==> src/rtl/qsched_pkg.sv <==
package qsched_pkg;

    localparam int PRIO_W     = 4;
    localparam int ROUNDS     = 8;
    localparam int RND_W      = $clog2(ROUNDS);
    localparam logic [PRIO_W-1:0] PRIO_STRICT = 4'd9;

    typedef logic [ROUNDS-1:0] rmask_t;

    typedef struct packed {
        rmask_t mask;
        logic   strict;
        logic   invalid;
    } qcfg_t;

    function automatic rmask_t prio_to_mask(input logic [PRIO_W-1:0] p);
        rmask_t m;
        case (p)
            4'd0:    m = 8'h00;
            4'd1:    m = 8'h01;
            4'd2:    m = 8'h11;
            4'd3:    m = 8'h49;
            4'd4:    m = 8'h55;
            4'd5:    m = 8'h57;
            4'd6:    m = 8'h77;
            4'd7:    m = 8'h7F;
            default: m = 8'hFF;
        endcase
        return m;
    endfunction

    function automatic qcfg_t decode_prio(input logic [PRIO_W-1:0] p);
        qcfg_t c;
        c.mask    = prio_to_mask(p);
        c.strict  = (p == PRIO_STRICT);
        c.invalid = (p > PRIO_STRICT);
        return c;
    endfunction

endpackage

==> src/rtl/qsched_cfg_decode.sv <==
module qsched_cfg_decode
    import qsched_pkg::*;
#(
    parameter int NQ = 8
) (
    input  logic [NQ*PRIO_W-1:0] q_prio,
    output logic [NQ*ROUNDS-1:0] mask_flat,
    output logic [NQ-1:0]        strict_vec,
    output logic                 config_error
);
    logic [NQ-1:0] invalid_vec;
    logic [NQ-1:0] strict_plus;

    for (genvar i = 0; i < NQ; i++) begin : g_q
        qcfg_t cfg;
        always_comb begin
            cfg = decode_prio(q_prio[i*PRIO_W +: PRIO_W]);
        end
        assign mask_flat[i*ROUNDS +: ROUNDS] = cfg.mask;
        assign strict_vec[i]                 = cfg.strict;
        assign invalid_vec[i]                = cfg.invalid;
    end

    // A run starting at bit 0 plus one has no bit in common with itself.
    assign strict_plus  = strict_vec + 1'b1;
    assign config_error = (|invalid_vec) || ((strict_vec & strict_plus) != '0);

endmodule

==> src/rtl/qsched_rr_pick.sv <==
module qsched_rr_pick #(
    parameter int NQ = 8,
    localparam int IW = (NQ > 1) ? $clog2(NQ) : 1
) (
    input  logic [NQ-1:0] req,
    input  logic [IW-1:0] start,
    output logic          hit,
    output logic [IW-1:0] idx
);
    always_comb begin
        hit = 1'b0;
        idx = '0;
        for (int k = 0; k < NQ; k++) begin
            int j;
            j = int'(start) + k;
            if (j >= NQ) j = j - NQ;
            if (!hit && req[j]) begin
                hit = 1'b1;
                idx = IW'(j);
            end
        end
    end
endmodule

==> src/rtl/qsched_wrr.sv <==
module qsched_wrr
    import qsched_pkg::*;
#(
    parameter int NQ = 8
) (
    input  logic                 clk,
    input  logic                 rst,
    input  logic [NQ-1:0]        q_nonempty,
    input  logic [NQ*PRIO_W-1:0] q_prio,
    input  logic                 grant_ack,
    output logic [NQ-1:0]        grant,
    output logic                 grant_valid,
    output logic                 config_error
);
    localparam int IW = (NQ > 1) ? $clog2(NQ) : 1;

    logic [NQ*ROUNDS-1:0] mask_flat;
    logic [NQ-1:0]        strict_vec;
    logic [NQ-1:0]        strict_req;
    logic [NQ-1:0]        weight_req;
    logic                 st_hit, wt_hit;
    logic [IW-1:0]        st_idx, wt_idx;

    logic [NQ-1:0]        gnt_q;
    logic                 gvalid_q;
    logic [RND_W-1:0]     round_q;
    logic [IW-1:0]        ptr_q;
    logic [NQ-1:0]        visited_q;
    logic                 decide;

    qsched_cfg_decode #(.NQ(NQ)) cfg_i (
        .q_prio       (q_prio),
        .mask_flat    (mask_flat),
        .strict_vec   (strict_vec),
        .config_error (config_error)
    );

    for (genvar i = 0; i < NQ; i++) begin : g_req
        assign strict_req[i] = q_nonempty[i] & strict_vec[i];
        assign weight_req[i] = q_nonempty[i] & ~strict_vec[i] & ~visited_q[i]
                             & mask_flat[i*ROUNDS + int'(round_q)];
    end

    qsched_rr_pick #(.NQ(NQ)) st_pick_i (
        .req   (strict_req),
        .start ('0),
        .hit   (st_hit),
        .idx   (st_idx)
    );

    qsched_rr_pick #(.NQ(NQ)) wt_pick_i (
        .req   (weight_req),
        .start (ptr_q),
        .hit   (wt_hit),
        .idx   (wt_idx)
    );

    assign decide = !gvalid_q || grant_ack;

    always_ff @(posedge clk) begin
        if (rst) begin
            gnt_q     <= '0;
            gvalid_q  <= 1'b0;
            round_q   <= '0;
            ptr_q     <= '0;
            visited_q <= '0;
        end else if (decide) begin
            if (st_hit) begin
                gnt_q    <= NQ'(1) << st_idx;
                gvalid_q <= 1'b1;
            end else if (wt_hit) begin
                gnt_q     <= NQ'(1) << wt_idx;
                gvalid_q  <= 1'b1;
                visited_q <= visited_q | (NQ'(1) << wt_idx);
                ptr_q     <= (int'(wt_idx) == NQ - 1) ? '0 : wt_idx + 1'b1;
            end else begin
                gnt_q     <= '0;
                gvalid_q  <= 1'b0;
                round_q   <= round_q + 1'b1;
                visited_q <= '0;
            end
        end
    end

    assign grant       = gnt_q;
    assign grant_valid = gvalid_q;

endmodule

==> config.mk <==
export PLATFORM = sky130hd
export DESIGN_NAME = qsched_wrr
export DESIGN_NICKNAME = d
export VERILOG_FILES = /design/src/rtl/qsched_pkg.sv /design/src/rtl/qsched_cfg_decode.sv /design/src/rtl/qsched_rr_pick.sv /design/src/rtl/qsched_wrr.sv
export SDC_FILE = /design/constraint.sdc
export NUM_CORES = 1
export LEC_CHECK = 0
export ABC_AREA = 1
export ABC_CLOCK_PERIOD_IN_PS = 3600
export BUFFER_PORTS_ARGS = -buffer_cell sky130_fd_sc_hd__buf_2
export CORE_MARGIN = 2
export CORE_UTILIZATION = 57
export DETAILED_ROUTE_END_ITERATION = 10
export PLACE_DENSITY = 0.8
export SKIP_LAST_GASP = 1
export SLEW_MARGIN = 20
export SYNTH_ARGS = -nofsm -noshare
export SYNTH_HDL_FRONTEND = slang
export SYNTH_SLANG_ARGS = --single-unit
==> constraint.sdc <==
create_clock -name clk -period 3.6 [get_ports clk]
set_input_delay 0.72 -clock clk [delete_from_list [all_inputs] [get_ports clk]]
set_output_delay 0.72 -clock clk [all_outputs]
set_load 0.01 [all_outputs]
Word-level counts from Yosys, hierarchy flattened

Memory sizes are Yosys's and may differ from the RTL's.
Cells that the tools add are included.

Memories kept: 8
Bits in read-only memories: 448
Bits in latches: 0
Input bits: 43
RAM bits: 0
Output and inout port bits: 10
Register bits: 23

Eq/ne operators: 9
$add $sub $neg: 25
$lt $le $gt $ge: 32
Multiply operators: 0
Muxes and demuxes: 100
Div/mod/pow operators: 0
Bitwise logic cells: 52
Reduce and logical (&&, ||, !) cells: 36
Shift-type cells: 2

Memory list:

| memory          | depth | width | rd ports | clocked after memory_dff | wr ports | line             | RTL |
|---|---|---|---|---|---|---|---|
| (no name shown) | 8     | 7     | 1        | 0                        | 0        | qsched_pkg.sv:18 | `case (p)` |
| (no name shown) | 8     | 7     | 1        | 0                        | 0        | qsched_pkg.sv:18 |  |
| (no name shown) | 8     | 7     | 1        | 0                        | 0        | qsched_pkg.sv:18 |  |
| (no name shown) | 8     | 7     | 1        | 0                        | 0        | qsched_pkg.sv:18 |  |
| (no name shown) | 8     | 7     | 1        | 0                        | 0        | qsched_pkg.sv:18 |  |
| (no name shown) | 8     | 7     | 1        | 0                        | 0        | qsched_pkg.sv:18 |  |
| +2 memories     | n/a   | n/a   | n/a      | n/a                      | n/a      | n/a              |  |

Operator list:

| kind                                                  | count |
|---|---|
| < comparator 32 x 5 -> 1 bit (second input constant)  | 8 |
| 2-to-1 mux 32 bit                                     | 8 |
| >= comparator 32 x 5 -> 1 bit (second input constant) | 7 |
| subtractor 32 x 5 -> 32 bit (second input constant)   | 7 |
| 2-to-1 mux 8 bit                                      | 11 |
| 2-to-1 mux 1 bit                                      | 50 |
| binary-select mux 1 bit (select 6 bit)                | 7 |
| 2-to-1 mux 3 bit                                      | 13 |
| AND 1 bit                                             | 32 |
| equality test 4 bit (second input constant)           | 8 |
| greater-than comparator 4 bit (second input constant) | 8 |
| adder 6 x 3 -> 7 bit (first input constant)           | 4 |
| < comparator 7 bit (second input constant)            | 4 |
| binary-select mux 1 bit (select 3 bit)                | 9 |
| inverter 1 bit                                        | 18 |
| adder 3 x 3 -> 4 bit (second input constant)          | 4 |
| << shifter 1 x 3 -> 8 bit (first input constant)      | 2 |
| zero test 1 bit                                       | 15 |
| logical AND 1 bit                                     | 14 |
| < comparator 6 x 7 -> 1 bit (second input constant)   | 2 |
| adder 5 x 3 -> 6 bit (first input constant)           | 2 |
| adder 3 x 2 -> 4 bit (second input constant)          | 2 |
| adder 8 x 1 -> 8 bit (second input constant)          | 1 |
| AND 8 bit                                             | 1 |
| other kinds (15)                                      | 19 |

Depth between registers and ports, before layout

An unclocked memory read counts as a cell.

Depth in word-level cells: 34
Mapped depth: 24

Modules after synthesis

Synthesis repeated with hierarchy kept, for this count alone.

Cells, all modules: 817
Area total of the unflattened synthesis: 4,301.6 sq um

Modules (own cells, without submodules):

| module            | times used | cells each | area each (sq um) |
|---|---|---|---|
| qsched_wrr        | 1          | 365        | 2,110.8 |
| qsched_rr_pick    | 2          | 136        | 701.9 |
| qsched_cfg_decode | 1          | 180        | 787.0 |

Least setup slack after synthesis

OpenSTA, ideal clock, no wires.

Path type: reg-to-reg
Start point: register ptr_q[0]
End point: register ptr_q[2]
Period minus slack after synthesis: 3,017 ps
Slack: 583 ps
Cell stages (with the launch flop): 22
Buffers on the path: 2
Data arrival time: 2,895 ps
Setup time: 122 ps
Path through: dfxtp_1 -> buf_2 -> inv_1 -> buf_2 -> ha_1 -> inv_1 -> nand3_1 -> nand2_1 -> nand2_1 -> nand2_1 -> inv_2 -> nor2_4 -> nand4_4 -> clkinv_2 -> nand2_1 -> o21ai_1 -> nor2_1 -> nor2_2 -> ha_1 -> ha_1 -> o21ai_1 -> a21oi_1

Longest elaborated chain between the ends: 29

RTL lines:

| item                                                                 | line             | RTL |
|---|---|---|
| start, declared                                                      | qsched_wrr.sv:27 | `logic [IW-1:0] ptr_q;` |
| start signal, assigned                                               | qsched_wrr.sv:75 | `ptr_q <= (int'(wt_idx) == NQ - 1) ? '0 : wt_idx + 1'b1;` |
| branches (longest 29 deep; another with subtractor 32 x 5 -> 32 bit) | n/a              |  |

Parallel ways; which one is timed is not known. The select of a mux whose other input is x is not followed.
A chain may end at the register's enable or synchronous reset.

Final worst setup path

Start point: register round_q[1]
End point: register ptr_q[2]

Longest elaborated chain between the ends: 32

RTL lines:

| item                                                                 | line                 | RTL |
|---|---|---|
| start, declared                                                      | qsched_wrr.sv:26     | `logic [RND_W-1:0] round_q;` |
| start signal, assigned                                               | qsched_wrr.sv:79     | `round_q <= round_q + 1'b1;` |
| adder 6 x 3 -> 7 bit (tied with other cells)                         | qsched_wrr.sv:41     | `& mask_flat[i*ROUNDS + int'(round_q)];` |
| binary-select mux 1 bit (select 6 bit)                               | qsched_wrr.sv:41     |  |
| 2-to-1 mux 1 bit (not written as such) (2 in series)                 | qsched_wrr.sv:41     |  |
| AND 1 bit                                                            | qsched_wrr.sv:41     |  |
| binary-select mux 1 bit (select 3 bit)                               | qsched_rr_pick.sv:17 | `if (!hit && req[j]) begin` |
| 2-to-1 mux 1 bit (not written as such) (2 in series)                 | qsched_rr_pick.sv:17 |  |
| 2-to-1 mux 1 bit                                                     | qsched_rr_pick.sv:17 |  |
| zero test 1 bit                                                      | qsched_rr_pick.sv:17 |  |
| [... 14 more ...]                                                    | n/a                  |  |
| zero test 1 bit                                                      | qsched_rr_pick.sv:17 |  |
| logical AND 1 bit                                                    | qsched_rr_pick.sv:17 |  |
| 2-to-1 mux 1 bit                                                     | qsched_rr_pick.sv:17 |  |
| zero test 1 bit                                                      | qsched_rr_pick.sv:17 |  |
| logical AND 1 bit                                                    | qsched_rr_pick.sv:17 |  |
| 2-to-1 mux 3 bit                                                     | qsched_rr_pick.sv:17 |  |
| adder 3 x 1 -> 3 bit or equality test 3 x 1 -> 1 bit (tied branches) | qsched_wrr.sv:75     |  |
| 2-to-1 mux 3 bit                                                     | qsched_wrr.sv:75     |  |

Parallel ways exist; a longest one is shown, timed or not. The select of a mux whose other input is x is not followed.

==> results_dict.tcl <==
set metrics [dict create \
    status "complete, no violations" \
    drt_first_pass_iters 4 \
    ys.warnings.count 0 \
    ios 53 \
    multi_input_area_mm2 0.00191 \
    core_mm2 0.00466 \
    vdd_drop_max_uv 680 \
    syn2layout_area_growth_pct 13.9 \
    crit_slowest_cell "dfxtp_1" \
    rows 25 \
    cts_setup_buffers 0 \
    pwr_density_cell_mw_per_mm2 811 \
    critPathMostFrequentCell "nand2_1" \
    maxCapViolCount 0 \
    path_class "reg2reg" \
    root_buffer "clkbuf_8" \
    syn-cell-area_mm2 0.00271 \
    wl_per_cell_um 13.7 \
    numCtsBuffers 3 \
    synth_top_family_by_area "simple AND/OR/NAND/NOR gates" \
    synthAdderAreaFrac_pct 4.16 \
    synthMuxAreaShare_pct 0 \
    final_cell_mix "nand2_1, inv_1, nand3_1, buf_2, nor2_1" \
    start_kind "register" \
    clockBufferDepth 2 \
    hp-class "reg2reg" \
    synth_area_per_cell_um2 5.94 \
    fp.dieH_um 73.0 \
    viasPerCell 5.60 \
    final_common_cell "nand2_1" \
    period_needed_ns 3.18 \
    ys_seq_area_share_pct 17.0 \
    antenna_left 0 \
    seq_area_um2 460 \
    n_antenna_cell 0 \
    nNetsFinal 564 \
    synth_nets 508 \
    rsz0062_at_grt "false" \
    worst_path_largest_cell_delay_ns 0.45 \
    hpwl_mm 6.20 \
    clkLatencyLatePin_ns 0.27 \
    clk_pin_slew_worst_paths_ns 0.08 \
    dieWidth_um 73.0 \
    fin_hold_ws_ns 0.464 \
    worst_pin_slew_ns 0.548 \
    routed_wl_mm 7.73 \
    gp_congestion 0.949 \
    setup_viol 0 \
    grt_overflow_total 0 \
    grt_max_degree 16 \
    cts_tree "yes" \
    grt_use_total_pct 30.1 \
    first_global_vias 2861 \
    port_buffers 52 \
    cts_sinks 23 \
    cts_hold_buf 0 \
    synthXorXnorAreaFrac_pct 0.646 \
    min_period_over_period_pct 88.3 \
    nFillCells 444 \
    cp_cell_sequence "buf_4 > nand2_1 > nand3b_1 > nand2_1 > nand2_1 > nand2_1 > nand3_1 > nand3_1 > nand2_1 > nand2_1 > nand2_2 > nand3_4 > nor2_4 > nand4_4 > clkinv_2 > nand2_1 > nand4_1 > nand2_1 > inv_1 > ha_1 > ha_1 > o21ai_1 > a21oi_1" \
    synth-compound-area-share_pct 15.9 \
    yosysUniqueCellTypes 42 \
    dieArea_mm2 0.00532 \
    synth-seq-cells 23 \
    finClkSkew_ns 0.00304 \
    max_freq_mhz 315 \
    drc 0 \
    via_count 3164 \
    finalMaxSlewViolations 0 \
    final_layout_size_suffix_gt1_share_pct 24.3 \
    cts.htree.levels 1 \
    drtIter0Drc 199 \
    cp-end-kind "register" \
    grt_pass1_wl_mm 12.8 \
    path_max_fanout 14 \
    crit_required_ns 3.76 \
    arrival_ns 3.34 \
    maxSlewHeadroom_pct 63.3 \
    antenna_found_initial 0 \
    finalSetupTns_ns 0 \
    hold_viol 0 \
    yosys.area_share.simple_pct 49.6 \
    cts_resized 0 \
    syn_inst 456 \
    leakagePower_nw 1.67 \
    initial_core_util_pct 58.1 \
]
[registers in the layout, indices dropped and copies added, names as in the netlist]
name / count
round_q: 3
visited_q: 8
ptr_q: 3
grant_valid: 1
grant: 8
[area by class of cell]
cell class | instances | share of cell area, %
Timing Repair Buffer | 61 | 10.6
Clock inverter | 1 | 0.162
Tap cell | 54 | 2.19
Inverter | 72 | 8.87
Sequential cell | 23 | 14.9
Clock buffer | 3 | 1.34
Multi-Input combinational cell | 351 | 61.9
[metal layers]
metal | vias to the layer above | part of all wire [%] | track usage (%)
li1 | 1614 | - | -
met1 | 1419 | 46 | 41.9
met2 | 119 | 47 | 51.7
met3 | 12 | 5.8 | 1.52
met4 | 0 | 1.3 | 5.97
met5 | - | 0 | 0
[synth_stat cells (all sizes together)]
master | n | share of area, %
nand2 | 149 | 22
inv | 69 | 9.6
nand3 | 63 | 14
nor2 | 32 | 6.1
o21ai | 30 | 5.7
a21oi | 23 | 5.8
dfxtp | 23 | 17
nand4 | 18 | 4.7
buf | 9 | 2.4
ha | 9 | 4.2
a31oi | 6 | 1.6
nand3b | 5 | 1.4
nor3 | 4 | 0.74
o22ai | 4 | 1.4
clkinv | 3 | 0.46
a221oi | 2 | 0.65
a22oi | 1 | 0.28
clkbuf | 1 | 0.14
nor4 | 1 | 0.23
o211ai | 1 | 0.28
o21a | 1 | 0.28
xnor2 | 1 | 0.32
xor2 | 1 | 0.32
[path summary, 6_finish.rpt]
kind / start / slack [ns] / to / cells past startpoint
worst max-delay path: round_q[1]$_SDFFE_PP0P_ / 0.42 / ptr_q[2]$_SDFFE_PP0P_ / 23
worst min-delay path: visited_q[1]$_SDFFE_PP0P_ / 0.46 / visited_q[1]$_SDFFE_PP0P_ / 2
worst max register to register: round_q[1]$_SDFFE_PP0P_ / 0.42 / ptr_q[2]$_SDFFE_PP0P_ / 23
worst min register to register: visited_q[1]$_SDFFE_PP0P_ / 0.46 / visited_q[1]$_SDFFE_PP0P_ / 2
[report_power, final]
group | switching [mW] | total, mW | internal, mW
clock network | 0.0838 | 0.161 | 0.0774
logic | 1.30 | 1.97 | 0.665
registers | 0.0401 | 0.374 | 0.334
total | 1.43 | 2.50 | 1.08
[logic make-up (layout without fill, tap and decap cells)]
kind of cell             Yosys count  after routing
AND/OR/NAND/NOR                  272            272
AO/OA/AOI/OAI                     68             68
buffers and inverters             82            137
XOR/XNOR                           2              2
adder cells (fa/ha/maj)            9              9
flip-flops                        23             23
[through the flow]
step	cells	cell area, µm²	util (%)	setup WS, ns	power (mW)
2_1_floorplan	456	2710	-	0.583	1.85
3_3_place_gp	561	3040	65.2	0.222	2.28
3_5_place_dp	561	3040	65.2	0.0867	2.31
4_1_cts	565	3080	66.1	0.370	2.48
5_1_grt	565	3090	66.3	0.0646	2.75
6_report	565	3090	66.3	0.421	2.50
[worst max-delay path: cells and delay by family (launching register included)]
family | cells | cell delay [ns]
simple gates | 16 | 1.50
fa+ha+maj | 2 | 0.50
flops | 1 | 0.45
buf+inv | 3 | 0.42
compound gates | 2 | 0.19
(Power assumes the default switching activity.)
